[config.mk]
export PLATFORM = sky130hd
export DESIGN_NAME = dac_dbuf_if
export DESIGN_NICKNAME = d
export VERILOG_FILES = /design/src/rtl/dac_dbuf_pkg.sv /design/src/rtl/dbuf_in_rank.sv /design/src/rtl/dbuf_conv_rank.sv /design/src/rtl/dbuf_out_fmt.sv /design/src/rtl/dac_dbuf_if.sv
export SDC_FILE = /design/constraint.sdc
export NUM_CORES = 1
export LEC_CHECK = 0
export CAP_MARGIN = 20
export CORE_AREA = 8 8 70 72
export CTS_CLUSTER_DIAMETER = 50
export DETAILED_ROUTE_END_ITERATION = 10
export DIE_AREA = 0 0 78 80
export PLACE_DENSITY = 0.64
export SLEW_MARGIN = 10
export SYNTH_ARGS = -nofsm -noshare
export SYNTH_HDL_FRONTEND = slang
export SYNTH_SLANG_ARGS = --single-unit
[constraint.sdc]
create_clock -name clk_i -period 1 [get_ports clk_i]
set_input_delay 0.1 -clock clk_i [delete_from_list [all_inputs] [get_ports clk_i]]
set_output_delay 0.1 -clock clk_i [all_outputs]
set_load 0.05 [all_outputs]
[src/rtl/dac_dbuf_pkg.sv]
package dac_dbuf_pkg;
  typedef enum logic {
    FMT_OFFSET = 1'b0,
    FMT_TWOS   = 1'b1
  } fmt_e;
endpackage

[src/rtl/dbuf_in_rank.sv]
module dbuf_in_rank #(
  parameter int W = 8
) (
  input  logic         clk_i,
  input  logic         rst_ni,
  input  logic         en_i,
  input  logic [W-1:0] d_i,
  output logic [W-1:0] q_o,
  output logic [W-1:0] nxt_o
);
  logic [W-1:0] q;

  always_ff @(posedge clk_i or negedge rst_ni) begin
    if (!rst_ni)   q <= '0;
    else if (en_i) q <= d_i;
  end

  // flow-through value for a transfer in the same edge
  assign nxt_o = en_i ? d_i : q;
  assign q_o   = q;
endmodule

[src/rtl/dbuf_conv_rank.sv]
module dbuf_conv_rank #(
  parameter int W = 12
) (
  input  logic         clk_i,
  input  logic         rst_ni,
  input  logic         mid_ni,
  input  logic         ld_i,
  input  logic [W-1:0] d_i,
  output logic [W-1:0] q_o,
  output logic         upd_o
);
  localparam logic [W-1:0] MID = {1'b1, {(W-1){1'b0}}};

  logic [W-1:0] q, last_q;
  logic         clr_n;

  assign clr_n = rst_ni & mid_ni;

  always_ff @(posedge clk_i or negedge clr_n) begin
    if (!clr_n)    q <= MID;
    else if (ld_i) q <= d_i;
  end

  always_ff @(posedge clk_i or negedge rst_ni) begin
    if (!rst_ni) last_q <= MID;
    else         last_q <= q;
  end

  assign upd_o = (q != last_q);
  assign q_o   = q;

  a_r7_mid_force: assert property (@(posedge clk_i) disable iff (!rst_ni)
    !mid_ni |-> q == MID);

  a_r9_upd_on_change: assert property (@(posedge clk_i) disable iff (!rst_ni)
    (q != $past(q)) |-> upd_o);
endmodule

[src/rtl/dbuf_out_fmt.sv]
module dbuf_out_fmt
  import dac_dbuf_pkg::*;
#(
  parameter int   W   = 12,
  parameter fmt_e FMT = FMT_OFFSET
) (
  input  logic [W-1:0] d_i,
  output logic [W-1:0] q_o
);
  if (FMT == FMT_TWOS) begin : g_twos
    assign q_o = {~d_i[W-1], d_i[W-2:0]};
  end else begin : g_offset
    assign q_o = d_i;
  end
endmodule

[src/rtl/dac_dbuf_if.sv]
module dac_dbuf_if
  import dac_dbuf_pkg::*;
#(
  parameter int   LO_W = 8,
  parameter int   HI_W = 4,
  parameter fmt_e FMT  = FMT_OFFSET,
  localparam int  W    = LO_W + HI_W
) (
  input  logic         clk_i,
  input  logic         rst_ni,
  input  logic [W-1:0] data_i,
  input  logic         wr_ni,
  input  logic         lo_en_ni,
  input  logic         hi_en_ni,
  input  logic         ld_ni,
  input  logic         mid_ni,
  output logic [W-1:0] code_o,
  output logic         upd_o
);
  logic              lo_we, hi_we, cv_we;
  logic [LO_W-1:0]   lo_q, lo_nxt;
  logic [HI_W-1:0]   hi_q, hi_nxt;
  logic [W-1:0]      conv_q;

  // master strobe gates every load path
  assign lo_we = ~wr_ni & ~lo_en_ni;
  assign hi_we = ~wr_ni & ~hi_en_ni;
  assign cv_we = ~wr_ni & ~ld_ni;

  dbuf_in_rank #(.W(LO_W)) u_lo (
    .clk_i (clk_i), .rst_ni(rst_ni), .en_i(lo_we),
    .d_i   (data_i[LO_W-1:0]), .q_o(lo_q), .nxt_o(lo_nxt)
  );

  dbuf_in_rank #(.W(HI_W)) u_hi (
    .clk_i (clk_i), .rst_ni(rst_ni), .en_i(hi_we),
    .d_i   (data_i[W-1:LO_W]), .q_o(hi_q), .nxt_o(hi_nxt)
  );

  dbuf_conv_rank #(.W(W)) u_cv (
    .clk_i (clk_i), .rst_ni(rst_ni), .mid_ni(mid_ni), .ld_i(cv_we),
    .d_i   ({hi_nxt, lo_nxt}), .q_o(conv_q), .upd_o(upd_o)
  );

  dbuf_out_fmt #(.W(W), .FMT(FMT)) u_fmt (
    .d_i(conv_q), .q_o(code_o)
  );

  a_r2_hold_without_wr: assert property (@(posedge clk_i) disable iff (!rst_ni)
    wr_ni |=> $stable(lo_q) && $stable(hi_q) && (!mid_ni || $stable(conv_q)));

  a_r3_low_capture: assert property (@(posedge clk_i) disable iff (!rst_ni)
    (!wr_ni && !lo_en_ni) |=> lo_q == $past(data_i[LO_W-1:0]));

  a_r4_high_capture: assert property (@(posedge clk_i) disable iff (!rst_ni)
    (!wr_ni && !hi_en_ni) |=> hi_q == $past(data_i[W-1:LO_W]));

  a_r6_pass_through: assert property (@(posedge clk_i) disable iff (!rst_ni)
    (!wr_ni && !lo_en_ni && !hi_en_ni && !ld_ni && mid_ni)
      |=> (!mid_ni || conv_q == $past(data_i)));
endmodule

# --- After elaboration in Yosys (flattened, before gate mapping) ---
# Index checks and enable logic that the tools add are counted.
word_totals:
  register_bits: 36
  wordCells: 15
  in_bits: 19
op_classes:
  n_mux: 2
  bitwise_logic: 8
  eq_ne: 1
ops:
  columns: ["operator", "count"]
  rows:
  - ["$ne A12 B12 Y1", 1]
  - ["$mux W8", 1]
  - ["$and A1 B1 Y1", 4]
  - ["$mux W4", 1]
  - ["$not A1 Y1", 4]

# --- Logic depth before layout (Yosys ltp) ---
logic_depth:
  ltp_word: 3
  ltp_mapped: 4
  mapped_depth_nobuf: 3

# --- Hierarchy ---
# From an unflattened synthesis, not the netlist that was laid out.
hier_totals:
  hier_cells: 94
  hier_area_um2: 1462.7
modules_own_cells:
  columns: ["mod", "n_inst", "area_per_inst_um2", "cells_per_inst"]
  rows:
  - ["dbuf_conv_rank", 1, 884.6, 54]
  - ["dbuf_in_rank at u_lo", 1, 331.6, 17]
  - ["dbuf_in_rank at u_hi", 1, 145.1, 8]
  - ["dbuf_out_fmt", 1, 90.1, 12]
  - ["dac_dbuf_if", 1, 11.3, 3]

# --- Least setup slack after synthesis ---
# Ideal clock, no wire load.
synth_path:
  path_type: "register -> output"
  startpoint: "reg u_cv.q[3] (netlist: u_cv.q_o[3])"
  endpoint: "out upd_o"
  setup_slack_ns: -0.598
  arrival_time_ns: 1.498
  stages_incl_launch_ff: 4
  t_required_ns: 0.900
  path_cell_list: "dfrtp_1 -> xor2_1 -> nor4_1 -> nand3_1"
synth_between:
  elab_chain_len: 1
synth_lines:
  columns: ["element", "line", "text"]
  rows:
  - ["start: declaration", "dbuf_conv_rank.sv:14", "logic [W-1:0] q, last_q;"]
  - ["start signal: assignment", "dbuf_conv_rank.sv:21", "else if (ld_i) q <= d_i;"]
  - ["$ne A12 B12 Y1", "dbuf_conv_rank.sv:29", "assign upd_o = (q != last_q);"]
  - ["end: declaration", "dac_dbuf_if.sv:18", "output logic upd_o"]
# No other way between the ends.

# --- Worst setup path in the final report ---
layout_path:
  startpoint: "reg u_cv.q[9] (netlist: u_cv.q_o[9])"
  endpoint: "out upd_o"
# Same word-level chain as after synthesis.

==> run_results.csv <==
group,metric,value,unit
logic_synthesis,synth_seq_area_share,0.6412,
run_status,status,"finished, violations left",
worst_setup_path,cpMaxStageDelayCell,"dfrtp_2",
clocking,cts.path.max_buffers,2,
clocking,htree_levels,2,
drt,drtAntennaViolNets,0,
global_routing,grt_pass1_vias,1107,
worst_setup_path,rr_startpoint,"u_cv.q_o[3]",
sta,tightest_slew,0.2955,ns
sta,fmax,0.6149,GHz
die,die_w,78,microns
finish,n_antenna_cell,0,
drt,num_vias,983,
drt,drc,0,
worst_setup_path,critical_path_buf_inv_count,2,
drt,drt_iter0_drc,19,
clocking,clk-insertion-delay-late,0.28,ns
placement,place.gp.congestion,0.7184,
sta,finalSetupViolCount,13,
power,leakage,1.035,nW
finish,nNetsFinal,183,
sta,slew_headroom,0.8012,
die,die_y,80,microns
worst_setup_path,r2r_end,"u_cv.q_o[3]",
logic_synthesis,synth_nets,118,
global_routing,gr-total-overflow,0,
clocking,cts_root_buf,"clkbuf_8",
logic_synthesis,mappedNetlistArea,0.001409,sq mm
sta,slew_viol_final,0,
power,max-vdd-ir-drop,0.001197,V
job,cap_violations,0,
worst_setup_path,worst-r2r-setup-slack,0,ns
sta,fin_crit_sh,1.626,
finish,fin_area,0.002275,sq mm
worst_setup_path,criticalPathCategory,"flip-flop to primary output",
clocking,cts_sinks,36,
placement,portBuffers,31,
drt,first_pass_iters,4,
finish,drive_above_1_share,0.5030,
worst_setup_path,cp-start-kind,"flip-flop",
die,rows,23,
global_routing,grt_pass1_wl,5209,microns
logic_synthesis,synthCells,99,
logic_synthesis,yosys_warnings,0,
worst_setup_path,slowest_delay,0.42,ns
sta,hold_viol_final,0,
sta,holdWs,0.1450,ns
drt,vias_per_cell,4.572,
worst_hold_path,min-delay-path-class,"input port to async pin",
run_status,violations,"setup timing",
logic_synthesis,ys_ff_latch,36,
placement,dp_hpwl,2498,microns
worst_setup_path,cp_max_fo,2,
clocking,numCtsBuffers,5,
global_routing,antenna_found_initial,0,
power,power_density,1985,mW/mm^2
clocking,clk_pin_slew,0.07,ns
die,fp.dieArea,0.006240,sq mm
sta,skew,0.005191,ns
sta,finalCriticalPeriod,1.626,ns
die,boundaryPins,32,
worst_setup_path,worstPathCellList,"xor2_1 -> nor4_2 -> buf_4 -> nand3_2 -> buf_8",
worst_setup_path,reg2regPathDepth,5,
die,initial_core_util,0.3653,
placement,placed_cell_area,0.002083,sq mm
die,core_region_area,0.003856,sq mm
logic_synthesis,synth_cell_types,14,
drt,wire_per_inst,14.49,microns
worst_setup_path,crit_path_end_kind,"primary output",
global_routing,grt_start_max_net_pins,17,
sta,fin_ws,-0.6263,ns
clocking,cts_tree,"built",
worst_setup_path,critical_path_arrival,1.53,ns
finish,syn2layout_area_growth,61.46,%
worst_setup_path,crit_required,0.90,ns
sta,rsz0062_at_grt,"yes",
drt,drt_wl_total,3115,microns
logic_synthesis,syn_area_per_cell,14.23,sq um
worst_setup_path,crit_family,"flip-flops",
global_routing,grt_usage,0.1101,
[worst max-delay path by stage]
| stage | start | endpoint | cells after the start | slack [ns] |
|---|---|---|---|---|
| 2_1_floorplan | u_cv.q_o[11] | upd_o | 3 | -0.43 |
| 4_1_cts | u_cv.last_q[4] | upd_o | 5 | -0.65 |
| 6_report | u_cv.q_o[9] | upd_o | 5 | -0.63 |
| 3_3_place_gp | wr_ni | u_cv.q_o[3] | 6 | -0.50 |
| 3_5_place_dp | wr_ni | u_cv.q_o[9] | 4 | -0.54 |
| 5_1_grt | u_cv.q_o[9] | upd_o | 5 | -0.70 |
[final cells by class]
class | count | area [sq um]
Clock inverter | 1 | 5.005
Sequential cell | 36 | 915.9
Clock buffer | 7 | 76.32
Multi-Input combinational cell | 60 | 509.2
Tap cell | 50 | 62.56
Timing Repair Buffer | 61 | 705.7
Fill cell | 337 | 1582
[cell usage in the layout, fill, tap and decap left out, types with 2 or more instances in the layout]
cell,n
dfrtp_1,24
buf_4,17
mux2_2,16
clkdlybuf4s50_1,15
buf_6,13
xor2_1,12
buf_12,12
dfrtp_2,10
mux2i_1,8
nand2_1,8
o21ai_0,7
clkbuf_8,5
dlygate4sd2_1,3
nor4_2,2
clkbuf_1,2
dfstp_2,2
[Yosys cell counts]
cell     instances  area, sq um
buf_2            2        10.01
o21ai_0          8        40.04
or2_1            1        6.260
nor2_2           2        12.51
mux2_2          16        180.2
nand3_1          1        5.000
mux2i_1          8        80.08
nand2_1          8        30.03
xor2_1          12        105.1
buf_6            1        11.26
and2_1           1        6.260
nor4_1           3        18.77
dfstp_2          2        52.55
dfrtp_1         34        850.8
[logic make-up after synthesis]
family	Yosys count	share of synthesized area
buffers and inverters	3	0.01510
XOR/XNOR	12	0.07460
AO/OA/AOI/OAI	8	0.02842
multiplexers	24	0.1847
flip-flops	36	0.6412
AND/OR/NAND/NOR	16	0.05595
[report_power, final]
group / switching, mW / total, mW / internal [mW]
Clock: 0.480 / 0.968 / 0.488
Combinational: 0.757 / 1.65 / 0.897
Sequential: 0.152 / 1.89 / 1.74
[what timing repair did]
action / CTS / global route
hold buffers: 0 / 0
setup endpoints to repair: 33 / 17
buffers inserted: 4 / 8
pin swaps: 4 / 3
resized for setup: 15 / 11
[flip-flops by register name, summed over array words and instances (netlist names)]
register     cells
u_cv.last_q     12
u_cv.q_o        12
u_hi.q_o         4
u_lo.q_o         8
[stage by stage]
stage	power [mW]	utilization	setup WS, ns	instances	TNS [ns]
2_1_floorplan	2.579	-	-0.4318	99	-0.4318
3_3_place_gp	3.391	0.5402	-0.4961	202	-10.34
3_5_place_dp	3.432	0.5402	-0.5400	202	-11.05
4_1_cts	4.503	0.5779	-0.6466	213	-1.924
5_1_grt	4.751	0.5899	-0.7019	215	-2.351
6_report	4.516	0.5899	-0.6263	215	-1.758
[metal layers]
metal / track usage / part of all wire
met3: 0.03829 / 0.038
met4: 0.07593 / 0.035
met1: 0.1123 / 0.38
met2: 0.1871 / 0.55
met5: 0 / 0
No activity file was read; power rests on OpenSTA's default activity.
